`config.mk`:
```
export PLATFORM = sky130hd
export DESIGN_NAME = ioexp_top
export DESIGN_NICKNAME = d
export VERILOG_FILES = /design/src/rtl/ioexp_pkg.sv /design/src/rtl/ioexp_glitch.sv /design/src/rtl/ioexp_ctrl.sv /design/src/rtl/ioexp_regs.sv /design/src/rtl/ioexp_top.sv
export SDC_FILE = /design/constraint.sdc
export NUM_CORES = 1
export LEC_CHECK = 0
export CAP_MARGIN = 20
export CORE_MARGIN = 3
export CORE_UTILIZATION = 47
export DETAILED_ROUTE_END_ITERATION = 7
export DONT_BUFFER_PORTS = 1
export GPL_TIMING_DRIVEN = 1
export HOLD_SLACK_MARGIN = 0.12
export PLACE_DENSITY_LB_ADDON = 0.3
export SYNTH_ARGS = -nofsm -noshare
export SYNTH_HDL_FRONTEND = slang
export SYNTH_HIERARCHICAL = 1
export SYNTH_SLANG_ARGS = --single-unit
```
`constraint.sdc`:
```
create_clock -name clk -period 6.05 [get_ports clk]
set_input_delay 0.9075 -clock clk [delete_from_list [all_inputs] [get_ports clk]]
set_output_delay 0.9075 -clock clk [all_outputs]
set_load 0.02 [all_outputs]
```
`src/rtl/ioexp_pkg.sv`:
```
package ioexp_pkg;

  localparam int PortW = 8;

  typedef enum logic [1:0] {
    SEL_IN  = 2'd0,
    SEL_OUT = 2'd1,
    SEL_POL = 2'd2,
    SEL_DIR = 2'd3
  } regSel_e;

  // strobes from bus control to the register datapath
  typedef struct packed {
    logic             capture;
    logic             wrEn;
    regSel_e          sel;
    logic [PortW-1:0] wrData;
  } ctlStrb_t;

  typedef enum logic [2:0] {
    ST_IDLE,
    ST_ADDR,
    ST_CMD,
    ST_WR,
    ST_RD,
    ST_SKIP
  } busSt_e;

endpackage

```
`src/rtl/ioexp_glitch.sv`:
```
module ioexp_glitch #(
  parameter int Stages = 3
) (
  input  logic clk,
  input  logic rstN,
  input  logic rawIn,
  output logic cleanOut
);

  logic [1:0]        syncQ;
  logic [Stages-1:0] hist;

  always_ff @(posedge clk or negedge rstN) begin
    if (!rstN) begin
      syncQ    <= 2'b11;
      hist     <= '1;
      cleanOut <= 1'b1;
    end else begin
      syncQ <= {syncQ[0], rawIn};
      hist  <= {hist[Stages-2:0], syncQ[1]};
      if (&hist)       cleanOut <= 1'b1;
      else if (~|hist) cleanOut <= 1'b0;
    end
  end


  filt_agree_chk: assert property (@(posedge clk) disable iff (!rstN)
    !$stable(cleanOut) |-> ($past(syncQ[1], 2) == cleanOut) && ($past(syncQ[1], 3) == cleanOut));

endmodule

```
`src/rtl/ioexp_ctrl.sv`:
```
module ioexp_ctrl
  import ioexp_pkg::*;
#(
  parameter logic [3:0] AddrHi = 4'b0011
) (
  input  logic             clk,
  input  logic             rstN,
  input  logic             sclF,
  input  logic             sdaF,
  input  logic [2:0]       strapAddr,
  input  logic [PortW-1:0] rdData,
  output logic             sdaOe,
  output ctlStrb_t         strb
);

  localparam logic [3:0] BitLast = 4'(PortW);
  localparam logic [3:0] AckBit  = 4'(PortW + 1);

  busSt_e           state;
  logic [3:0]       bitCnt;
  logic [PortW-1:0] shiftReg;
  logic [PortW-1:0] txShift;
  logic             sclQ, sdaQ;
  logic             sdaDrive, isRead, masterAck;
  logic             capPulse, wrPulse;
  logic [PortW-1:0] wrByte;
  regSel_e          regSel;

  logic sclRise, sclFall, startDet, stopDet, addrHit;

  assign sclRise  = sclF & ~sclQ;
  assign sclFall  = ~sclF & sclQ;
  assign startDet = sclF & sclQ & sdaQ & ~sdaF;
  assign stopDet  = sclF & sclQ & ~sdaQ & sdaF;
  assign addrHit  = (shiftReg[7:1] == {AddrHi, strapAddr});

  always_ff @(posedge clk or negedge rstN) begin
    if (!rstN) begin
      state     <= ST_IDLE;
      bitCnt    <= '0;
      shiftReg  <= '0;
      txShift   <= '0;
      sclQ      <= 1'b1;
      sdaQ      <= 1'b1;
      sdaDrive  <= 1'b0;
      isRead    <= 1'b0;
      masterAck <= 1'b0;
      capPulse  <= 1'b0;
      wrPulse   <= 1'b0;
      wrByte    <= '0;
      regSel    <= SEL_IN;
    end else begin
      sclQ     <= sclF;
      sdaQ     <= sdaF;
      capPulse <= 1'b0;
      wrPulse  <= 1'b0;
      if (startDet) begin
        state    <= ST_ADDR;
        bitCnt   <= '0;
        sdaDrive <= 1'b0;
      end else if (stopDet) begin
        state    <= ST_IDLE;
        sdaDrive <= 1'b0;
      end else if (sclRise) begin
        case (state)
          ST_ADDR, ST_CMD, ST_WR: begin
            if (bitCnt < BitLast) begin
              shiftReg <= {shiftReg[PortW-2:0], sdaF};
              bitCnt   <= bitCnt + 4'd1;
            end else if (bitCnt == AckBit && state == ST_ADDR) begin
              capPulse <= 1'b1;
            end
          end
          ST_RD: begin
            if (bitCnt < BitLast)      bitCnt    <= bitCnt + 4'd1;
            else if (bitCnt == AckBit) masterAck <= ~sdaF;
          end
          default: ;
        endcase
      end else if (sclFall) begin
        case (state)
          ST_ADDR: begin
            if (bitCnt == BitLast) begin
              if (addrHit) begin
                sdaDrive <= 1'b1;
                isRead   <= shiftReg[0];
                bitCnt   <= AckBit;
              end else begin
                state <= ST_SKIP;
              end
            end else if (bitCnt == AckBit) begin
              bitCnt <= '0;
              if (isRead) begin
                state    <= ST_RD;
                txShift  <= rdData;
                sdaDrive <= ~rdData[PortW-1];
              end else begin
                state    <= ST_CMD;
                sdaDrive <= 1'b0;
              end
            end
          end
          ST_CMD: begin
            if (bitCnt == BitLast) begin
              regSel   <= regSel_e'(shiftReg[1:0]);
              sdaDrive <= 1'b1;
              bitCnt   <= AckBit;
            end else if (bitCnt == AckBit) begin
              sdaDrive <= 1'b0;
              bitCnt   <= '0;
              state    <= ST_WR;
            end
          end
          ST_WR: begin
            if (bitCnt == BitLast) begin
              wrPulse  <= 1'b1;
              wrByte   <= shiftReg;
              sdaDrive <= 1'b1;
              bitCnt   <= AckBit;
            end else if (bitCnt == AckBit) begin
              sdaDrive <= 1'b0;
              bitCnt   <= '0;
            end
          end
          ST_RD: begin
            if (bitCnt == BitLast) begin
              sdaDrive <= 1'b0;
              bitCnt   <= AckBit;
            end else if (bitCnt == AckBit) begin
              if (masterAck) begin
                txShift  <= rdData;
                sdaDrive <= ~rdData[PortW-1];
                bitCnt   <= '0;
              end else begin
                state    <= ST_SKIP;
                sdaDrive <= 1'b0;
              end
            end else if (bitCnt != 4'd0) begin
              txShift  <= {txShift[PortW-2:0], 1'b0};
              sdaDrive <= ~txShift[PortW-2];
            end
          end
          default: ;
        endcase
      end
    end
  end

  assign sdaOe = sdaDrive;

  always_comb begin
    strb.capture = capPulse;
    strb.wrEn    = wrPulse;
    strb.sel     = regSel;
    strb.wrData  = wrByte;
  end


  sda_change_low_chk: assert property (@(posedge clk) disable iff (!rstN)
    !$stable(sdaOe) |-> !sclQ);


  idle_quiet_chk: assert property (@(posedge clk) disable iff (!rstN)
    (state == ST_IDLE || state == ST_SKIP) |-> !sdaOe);

endmodule

```
`src/rtl/ioexp_regs.sv`:
```
module ioexp_regs
  import ioexp_pkg::*;
#(
  parameter logic [PortW-1:0] OdMask = 8'h01
) (
  input  logic             clk,
  input  logic             rstN,
  input  ctlStrb_t         strb,
  input  logic [PortW-1:0] pinIn,
  output logic [PortW-1:0] rdData,
  output logic [PortW-1:0] pinOut,
  output logic [PortW-1:0] pinOe
);

  logic [PortW-1:0] inReg, outReg, polReg, cfgReg;

  always_ff @(posedge clk or negedge rstN) begin
    if (!rstN) begin
      inReg  <= '0;
      outReg <= '0;
      polReg <= '0;
      cfgReg <= '1;
    end else begin
      if (strb.capture) inReg <= pinIn ^ polReg;
      if (strb.wrEn) begin
        case (strb.sel)
          SEL_OUT: outReg <= strb.wrData;
          SEL_POL: polReg <= strb.wrData;
          SEL_DIR: cfgReg <= strb.wrData;
          default: ;
        endcase
      end
    end
  end

  always_comb begin
    case (strb.sel)
      SEL_OUT: rdData = outReg;
      SEL_POL: rdData = polReg;
      SEL_DIR: rdData = cfgReg;
      default: rdData = inReg;
    endcase
  end

  for (genvar i = 0; i < PortW; i++) begin : gPin
    if (OdMask[i]) begin : gOd
      assign pinOut[i] = 1'b0;
      assign pinOe[i]  = ~cfgReg[i] & ~outReg[i];

      od_no_high_chk: assert property (@(posedge clk) disable iff (!rstN)
        strb.wrEn && strb.sel == SEL_OUT && strb.wrData[i] |=> !pinOe[i]);
    end else begin : gPp
      assign pinOut[i] = outReg[i];
      assign pinOe[i]  = ~cfgReg[i];
    end
  end


  dir_drive_chk: assert property (@(posedge clk) disable iff (!rstN)
    strb.wrEn && strb.sel == SEL_DIR |=> ((pinOe & ~OdMask) == (~$past(strb.wrData) & ~OdMask)));


  in_hold_chk: assert property (@(posedge clk) disable iff (!rstN)
    !strb.capture |=> $stable(inReg));


  in_write_void_chk: assert property (@(posedge clk) disable iff (!rstN)
    strb.wrEn && strb.sel == SEL_IN |=> $stable(outReg) && $stable(polReg) && $stable(cfgReg));

endmodule

```
`src/rtl/ioexp_top.sv`:
```
module ioexp_top
  import ioexp_pkg::*;
#(
  parameter int               FiltStages = 3,
  parameter logic [3:0]       AddrHi     = 4'b0011,
  parameter logic [PortW-1:0] OdMask     = 8'h01
) (
  input  logic             clk,
  input  logic             rstN,
  input  logic             sclIn,
  input  logic             sdaIn,
  output logic             sdaOe,
  input  logic [2:0]       strapAddr,
  input  logic [PortW-1:0] pinIn,
  output logic [PortW-1:0] pinOut,
  output logic [PortW-1:0] pinOe
);

  logic [1:0]       rawLines, cleanLines;
  ctlStrb_t         strb;
  logic [PortW-1:0] rdData;

  assign rawLines = {sdaIn, sclIn};

  for (genvar g = 0; g < 2; g++) begin : gFilt
    ioexp_glitch #(.Stages(FiltStages)) uFilt (
      .clk      (clk),
      .rstN     (rstN),
      .rawIn    (rawLines[g]),
      .cleanOut (cleanLines[g])
    );
  end

  ioexp_ctrl #(.AddrHi(AddrHi)) uCtrl (
    .clk       (clk),
    .rstN      (rstN),
    .sclF      (cleanLines[0]),
    .sdaF      (cleanLines[1]),
    .strapAddr (strapAddr),
    .rdData    (rdData),
    .sdaOe     (sdaOe),
    .strb      (strb)
  );

  ioexp_regs #(.OdMask(OdMask)) uRegs (
    .clk    (clk),
    .rstN   (rstN),
    .strb   (strb),
    .pinIn  (pinIn),
    .rdData (rdData),
    .pinOut (pinOut),
    .pinOe  (pinOe)
  );

endmodule

```
==> results of run 1 <==
-- report_power, final --
part,switching (mW),internal (mW),leakage (nW)
Clock,0.200,0.192,0.0966
Sequential,0.104,0.642,0.993
Combinational,0.150,0.165,0.738
-- synthesized netlist by cell type (all sizes together) (7+ instances only) --
master  instances  area [um^2]
dfstp          22          578
mux4            8          210
buf            16          120
inv            19         71.3
nand2          12         45.0
nor2           15         56.3
mux2           56          631
ha              7         87.6
xnor2           8         70.1
dfrtp          61         1530
o21ai          13         65.1
a21oi          17         85.1
-- stage by stage --
stage / util (%) / worst slack (ps) / hold WS, ps / power [mW] / instance area [um^2]
floorplan: - / 3800 / 345 / 0.992 / 4170
global placement: 49.4 / 3640 / 346 / 1.06 / 4160
detailed placement: 49.4 / 3600 / 348 / 1.07 / 4160
CTS: 51.7 / 3600 / 225 / 1.46 / 4350
global route: 51.7 / 3470 / 214 / 1.54 / 4350
finish: 51.7 / 3600 / 247 / 1.45 / 4350
-- flip-flops by register name, summed over array words and instances (netlist names), 3 cells and up --
signal / cells
uCtrl/state: 3
gFilt.uFilt/hist: 6
uRegs/polReg: 8
gFilt.uFilt/syncQ: 4
uRegs/cfgReg: 8
uCtrl/shiftReg: 8
uRegs/inReg: 8
uCtrl/bitCnt: 4
uRegs/outReg: 8
uCtrl/wrByte: 8
uCtrl/txShift: 7
-- final cells by class --
cell class	instances	area, um^2
fillers	741	4070
clock inverters	6	65.1
multi-input cells	212	1850
clock buffers	10	128
inverters	19	71.3
well taps	105	131
flip-flops and latches	83	2100
-- worst register-to-register path, cell delays in order (launching register included) --
cell	delay (ps)
dfstp_2	590
ha_1	490
nor2b_1	290
o21ai_0	110
or3_1	490
mux2_1	370
-- logic make-up after synthesis --
| family | synth area share, % |
|---|---|
| AOI/OAI and AO/OA | 8.82 |
| xor gates and xnor gates | 2.52 |
| adders and majority gates | 2.10 |
| buffers and inverters | 5.04 |
| DFF | 50.5 |
| muxes | 20.9 |
| other | 0.0899 |
| and+or+nand+nor | 10.1 |
-- final timing paths --
check                           slack, ps                      to                    start  cells after the start
min in group clk                      360  gFilt[0].uFilt/hist[0]  gFilt[0].uFilt/syncQ[1]                      0
worst max-delay path                 3600       uCtrl/shiftReg[7]  gFilt[0].uFilt/cleanOut                      5
worst min-delay path                  250       uCtrl/shiftReg[3]                     rstN                      0
worst max register to register       3600       uCtrl/shiftReg[7]  gFilt[0].uFilt/cleanOut                      5
max in group asynchronous            5580         uRegs/cfgReg[0]                     rstN                      0
worst min register to register        360  gFilt[0].uFilt/hist[0]  gFilt[0].uFilt/syncQ[1]                      0
-- per-layer routing --
metal  up-vias  routed length [um]  global-route usage (%)
met5         -                   0                       0
met4         0                 137                    5.91
met3        11                 441                    3.96
met2        77                3820                    26.0
met1      1317                3680                    24.2
li1       1183                   -                       -
==> reports/summary.txt, run 1 <==
final hold vios: 0
CTS tree: built
Synth-to-Final Area Change: 4.44%
clk_skew: 10.1 ps
clock tree sinks: 83
period utilization: 40.4%
Worst path slowest cell: dfstp_2
Top FF cell, synth: dfrtp_1
Post-Syn Instances: 335
post-route insts no fill: 435
cell chain of the critical path: ha_1 > nor2b_1 > o21ai_0 > or3_1 > mux2_1
syn avg cell area: 12.4 um^2
post-synthesis async set-or-reset flop share: 100%
clk_lat worst skew: 350 ps
via count: 2588
1st-iter DRT viols: 122
antenna violations before repair: 0
Post-Syn Nets: 357
Arr. time, crit path: 2690 ps
Pleak: 1.83 nW
Crit path required time: 6290 ps
cts repair resizes: 0
RSZ-0062 raised after global routing: false
CP Max Fanout: 16
nets: 347
CP max stage delay: 590 ps
element type at the critical path end: flip-flop
# hold bufs at CTS: 0
WL/cell: 18.6 um
die height: 100 um
Yosys Warn Count: 6
clock transition at the registers of the reported paths: 90 ps
setup TNS: 0 ps
final slew viol count: 0
H-tree depth: 3
die area: 10000 um^2
share of post-route cells with drive strength above 1: 30.9%
CP startpoint kind: flip-flop
clk root buf: clkbuf_8
Starting Density: 49.5%
overflow left after global routing: 0
I/O Buffers: 0
final setup vio count: 0
sequential share of the synthesized area: 50.5%
CTS buffer count: 9
vias in the first global route: 2537
first-pass GRT wire length: 13300 um
Final Critical Period: 2450 ps
Slew @ Worst Pin: 740 ps
CORE AREA: 8420 um^2
run status: finished clean
Power Density: 334 nW/um^2
Post-synth EDFFs: 0
DR pass1 iterations: 4
clock buffer depth: 2
routability-driven placement congestion ratio: 0.900
IO Pins: 32
drc violations: 0
Max Cap Viol: 0
commonest cells after routing, fill and taps aside: dfrtp_1 (61), mux2_2 (54), dfstp_2 (22)
min-delay worst type: primary input to asynchronous set/reset pin
largest net degree at the start of global routing: 84
Placed Cells: 419
antenna diode count: 0
Fmax: 0.409 GHz
VDD IR max: 0.224 mV
Setup Buffers After CTS: 0
HPWL after DPL: 5550 um
row count: 33
CP bufs+invs: 0
die width: 100 um
post-synthesis register bit count: 83
Post-Syn Area: 4170 um^2
Antenna Violating Nets Remaining: 0
DR vias/cell: 5.95
most common cell after layout, fill and taps aside: dfrtp_1
Netlist cell types: 58
kind of critical path: flip-flop to flip-flop
crit-path leading delay family: simple AND/OR/NAND/NOR gates
gr usage total: 17.1%
WL final: 8070 um
max_slew headroom: 50.5%
(Power assumes the default switching activity.)
==> run 2: changes to the inputs <==
--- a/config.mk
+++ b/config.mk
@@ -5,6 +5,7 @@
 export SDC_FILE = /design/constraint.sdc
 export NUM_CORES = 1
 export LEC_CHECK = 0
+export ABC_AREA = 1
 export CAP_MARGIN = 20
 export CORE_MARGIN = 3
 export CORE_UTILIZATION = 47
==> constraint.sdc (replaced) <==
create_clock -name clk -period 2.3 [get_ports clk]
set_input_delay 0.345 -clock clk [delete_from_list [all_inputs] [get_ports clk]]
set_output_delay 0.345 -clock clk [all_outputs]
set_load 0.02 [all_outputs]
==> reports/summary.txt, run 2 <==
run status: finished clean
Max Cap Viol: 0
routability-driven placement congestion ratio: 0.909
design area: 4580 um^2
1st-iter DRT viols: 190
Worst path slowest cell: dfrtp_1
Sw Ratio: 34.8%
Power Density: 856 nW/um^2
most common cell after layout, fill and taps aside: nand2_1
Post-Syn Nets: 531
HPWL after DPL: 6180 um
CP max stage delay: 490 ps
WL/cell: 13.9 um
first-pass GRT wire length: 14700 um
Top FF cell, synth: dfrtp_1
die height: 102 um
clk_skew: 19.8 ps
clk_lat worst skew: 370 ps
H-tree depth: 3
row count: 34
CP startpoint kind: flip-flop
Placed Cells: 597
most frequent cells after synthesis: nand2_1 (142), dfrtp_1 (61), inv_1 (60)
Starting Density: 48.9%
DR pass1 iterations: 5
setup TNS: 0 ps
Yosys Warn Count: 6
Combinational Power Share: 25.3%
clk root buf: clkbuf_8
DR vias/cell: 5.23
Post-Syn Instances: 509
clock buffer depth: 2
syn avg cell area: 8.47 um^2
sequential share of power: 45.3%
kind of critical path: flip-flop to flip-flop
Pwr Total: 3.92 mW
cell chain of the critical path: inv_1 > ha_1 > nand2_4 > nand3_1 > a21oi_2 > o2111ai_4 > nand2_1 > o21ai_2
antenna diode count: 0
Fmax: 0.522 GHz
largest net degree at the start of global routing: 84
dpl cell area: 4300 um^2
IO Pins: 32
# hold bufs at CTS: 4
vias in the first global route: 3011
pre-CTS setup slack: 438 ps
Setup Buffers After CTS: 0
Post-Syn Area: 4310 um^2
reg-to-reg setup timing slack: 380 ps
CP Max Fanout: 14
RSZ-0062 raised after global routing: false
Post-synth EDFFs: 0
antenna violations before repair: 0
clock power share: 29.5%
max_slew headroom: 60.1%
post-synthesis register bit count: 83
switching power: 1.36 mW
Arr. time, crit path: 2140 ps
period utilization: 83.3%
leading area contributor after synthesis: dfrtp_1
Netlist cell types: 38
sequential share of the synthesized area: 48.8%
Crit path required time: 2530 ps
CTS tree: built
clock tree sinks: 83
Internal Power: 2.56 mW
Util after Layout: 52.0%
via count: 3224
final slew viol count: 0
gr usage total: 18.3%
share of post-route cells with drive strength above 1: 18.9%
clock transition at the registers of the reported paths: 100 ps
final setup vio count: 0
drc violations: 0
Synth top area share: 35.4%
die width: 102 um
Synth-to-Final Area Change: 6.30%
cell with the most instances after synthesis: nand2_1
Slew @ Worst Pin: 598 ps
VDD IR max: 0.350 mV
min-delay worst type: primary input to flip-flop
element type at the critical path end: flip-flop
CP bufs+invs: 1
worst hold slack: 155 ps
post-route insts no fill: 617
CTS buffer count: 9
Area contributors post-synth: dfrtp_1 (35%), dfstp_2 (13%), nand2_1 (12%)
I/O Buffers: 0
Final Critical Period: 1920 ps
overflow left after global routing: 0
crit-path leading delay family: compound AO/OA/AOI/OAI gates
Pleak: 2.16 nW
CORE AREA: 8810 um^2
setup ws final: 384 ps
commonest cells after routing, fill and taps aside: nand2_1 (142), dfrtp_1 (61), inv_1 (60)
Antenna Violating Nets Remaining: 0
die area: 10400 um^2
WL final: 8590 um
post-synthesis async set-or-reset flop share: 100%
final hold vios: 0
nets: 526
cts repair resizes: 0
## run 2: cell count changes in the layout (fill, tap and decap cells not counted), sizes merged, moves of 7 or more
| cell | before | now |
|---|---|---|
| o21ai | 13 | 47 |
| inv | 20 | 74 |
| mux4 | 8 | 0 |
| nand2 | 12 | 151 |
| nand4 | 5 | 12 |
| xnor2 | 8 | 0 |
| nand3 | 5 | 46 |
| mux2 | 56 | 1 |
| nor2 | 15 | 31 |
## run 2: final cells by class
cell class / count / area, um^2
clock buffers: 10 / 149
clock inverters: 6 / 73.8
fillers: 866 / 4230
inverters: 70 / 263
multi-input cells: 333 / 1780
flip-flops and latches: 83 / 2100
well taps: 108 / 135
repair buffers: 7 / 80.1
## run 2: kinds of logic after synthesis
group | count (synthesis) | share of synthesized area [%]
other | 1 | 0.0870
AO/OA/AOI/OAI | 74 | 11.3
multiplexers | 7 | 1.66
adder cells (fa/ha/maj) | 7 | 2.03
AND/OR/NAND/NOR | 244 | 26.1
buffers and inverters | 93 | 9.96
flip-flops | 83 | 48.8
## run 2: layer usage
metal | wire length [um] | global-route usage [%]
met1 | 4080 | 24.0
met2 | 4020 | 29.6
met3 | 374 | 4.48
met4 | 114 | 6.54
met5 | 0 | 0
## run 2: power groups by stage
stage / Combinational, mW / Clock [mW] / Sequential, mW
6_report: 0.990 / 1.16 / 1.77
5_1_grt: 1.12 / 1.26 / 1.79
4_1_cts: 0.996 / 1.20 / 1.77
3_5_place_dp: 0.953 / 0 / 1.80
3_3_place_gp: 0.946 / 0 / 1.79
2_1_floorplan: 0.799 / 0 / 1.76
## run 2: final timing paths
path                            depth (start not counted)               startpoint                     end
worst max-delay path                                    8          uCtrl/bitCnt[0]        uCtrl/txShift[6]
worst min-delay path                                    3                 pinIn[0]          uRegs/inReg[0]
worst max register to register                          8          uCtrl/bitCnt[0]        uCtrl/txShift[6]
worst min register to register                          0  gFilt[1].uFilt/syncQ[1]  gFilt[1].uFilt/hist[0]
max in group asynchronous                               2                     rstN         uRegs/cfgReg[7]
min in group asynchronous                               2                     rstN             uCtrl/sdaOe
## run 2: worst reg2reg max path: cells and delay by family, from the launching register on
kind                     cells  cell delay [ps]
AND/OR/NAND/NOR              3              420
buffers and inverters        1               70
AO/OA/AOI/OAI                3              560
flip-flops                   1              490
adder cells (fa/ha/maj)      1              240
==> run 3: changes to the inputs <==
--- a/config.mk
+++ b/config.mk
@@ -5,7 +5,7 @@
 export SDC_FILE = /design/constraint.sdc
 export NUM_CORES = 1
 export LEC_CHECK = 0
-export ABC_AREA = 1
+export ABC_AREA = 0
 export CAP_MARGIN = 20
 export CORE_MARGIN = 3
 export CORE_UTILIZATION = 47
==> constraint.sdc (replaced) <==
create_clock -name clk -period 1.57 [get_ports clk]
set_input_delay 0.2355 -clock clk [delete_from_list [all_inputs] [get_ports clk]]
set_output_delay 0.2355 -clock clk [all_outputs]
set_load 0.02 [all_outputs]
==> reports/summary.txt, run 3 (synthesized netlist as in run 1, its figures left out) <==
run status: finished, violations left
failing checks: negative hold slack, negative setup slack
antenna violations before repair: 0
H-tree depth: 3
via count: 3032
IO Pins: 32
drc violations: 0
min-delay worst type: primary input to asynchronous set/reset pin
clock tree sinks: 83
WL final: 9930 um
CORE AREA: 8420 um^2
fillers: 601
Arr. time, crit path: 2180 ps
CP startpoint kind: flip-flop
HPWL after DPL: 6590 um
clock buffer depth: 2
post-route insts no fill: 541
final slew viol count: 0
most common cell after layout, fill and taps aside: buf_4
1st-iter DRT viols: 207
clk root buf: clkbuf_8
Util after Layout: 66.3%
period utilization: 125%
nets: 453
largest net degree at the start of global routing: 84
WL/cell: 18.4 um
switching power: 2.21 mW
max_slew headroom: 59.2%
die area: 10000 um^2
final setup vio count: 35
die width: 100 um
Synth-to-Final Area Change: 33.9%
clk_lat worst skew: 340 ps
DR pass1 iterations: 4
final hold vios: 83
Antenna Violating Nets Remaining: 0
Starting Density: 49.5%
share of post-route cells with drive strength above 1: 54.1%
clock power share: 24.8%
die height: 100 um
FF/Latch Area: 2110 um^2
overflow left after global routing: 0
Power Density: 1280 nW/um^2
VDD IR max: 0.870 mV
Combinational Power Share: 36.5%
Max Cap Viol: 0
Placed Cells: 497
CTS tree: built
Reg2Reg Depth: 5
setup TNS: -10400 ps
CP Max Fanout: 6
clk_skew: 5.95 ps
RSZ-0062 raised after global routing: true
kind of critical path: flip-flop to flip-flop
area of the multi-input gates: 2150 um^2
DR vias/cell: 5.60
worst hold slack: -422 ps
clock transition at the registers of the reported paths: 90 ps
row count: 33
I/O Buffers: 0
Fmax: 0.511 GHz
Final Critical Period: 1960 ps
antenna diode count: 0
Pleak: 2.49 nW
first-pass GRT wire length: 16200 um
Sw Ratio: 31.0%
Slew @ Worst Pin: 612 ps
Crit path required time: 1800 ps
CTS buffer count: 9
commonest cells after routing, fill and taps aside: buf_4 (87), dfrtp_1 (58), mux2_2 (42)
setup ws final: -385 ps
Pwr Total: 7.12 mW
routability-driven placement congestion ratio: 0.921
Internal Power: 4.91 mW
element type at the critical path end: flip-flop
# hold bufs at CTS: 10
sequential share of power: 38.7%
gr usage total: 20.8%
vias in the first global route: 3143
run 3: changes by cell type in the layout (fill, tap and decap cells not counted), sizes merged, moves of 16 or more:
cell / change
buf: +91
o21ai: -34
nand2: -139
nand3: -41
nor2: -16
inv: -54
mux2: +55
run 3: worst paths after layout:
kind / slack [ps] / from / to
min in group clk: 360 / gFilt[0].uFilt/syncQ[1] / gFilt[0].uFilt/hist[0]
max in group asynchronous: 1770 / rstN / gFilt[0].uFilt/hist[0]
worst min register to register: 360 / gFilt[0].uFilt/syncQ[1] / gFilt[0].uFilt/hist[0]
worst max register to register: -390 / uCtrl/state[0] / uCtrl/bitCnt[3]
worst min-delay path: -420 / rstN / uCtrl/txShift[1]
worst max-delay path: -390 / uCtrl/state[0] / uCtrl/bitCnt[3]
run 3: worst max-delay path, cell delays in order (launching register included):
cell      delay, ps
dfrtp_2         450
or3b_4          450
a221oi_4        280
o31ai_4         150
a21o_1          190
a221o_1         320
run 3: power by group through the flow:
| stage | combinational [mW] | clock (mW) | sequential (mW) |
|---|---|---|---|
| 6_report | 2.60 | 1.77 | 2.76 |
| 4_1_cts | 2.45 | 1.80 | 2.75 |
| 3_3_place_gp | 2.01 | 0 | 2.75 |
| 3_5_place_dp | 2.05 | 0 | 2.76 |
| 5_1_grt | 2.76 | 1.89 | 2.80 |
| 2_1_floorplan | 1.20 | 0 | 2.71 |
run 3: final cells by class:
cell class              count  area share, %
multi-input cells         212           38.6
flip-flops and latches     83           37.8
repair buffers            106           15.7
clock buffers              12           3.36
well taps                 105           2.35
inverters                  19           1.28
clock inverters             4          0.919
run 3: through the flow:
step | area [um^2] | hold slack (ps) | setup WS, ps
after global placement | 4830 | -55.5 | -378
final | 5580 | -422 | -385
after global routing | 5580 | -444 | -443
after CTS | 5510 | -436 | -390
after detailed placement | 4830 | -54.8 | -409
after floorplan | 4260 | -60.1 | -414
run 3: timing repair:
action,in CTS,in global routing
buffers inserted,15,2
cloned,1,0
setup endpoints to repair,36,38
pin swaps,17,9
endpoints found under the hold margin,93,83
gates resized for setup,41,16
run 3: per-layer routing:
layer	GRT usage, %	up-vias	part of all wire, %
met5	0	-	0
met4	7.46	0	1.2
met3	2.85	10	4.5
met2	35.2	90	51
met1	27.5	1545	43
li1	-	1387	-
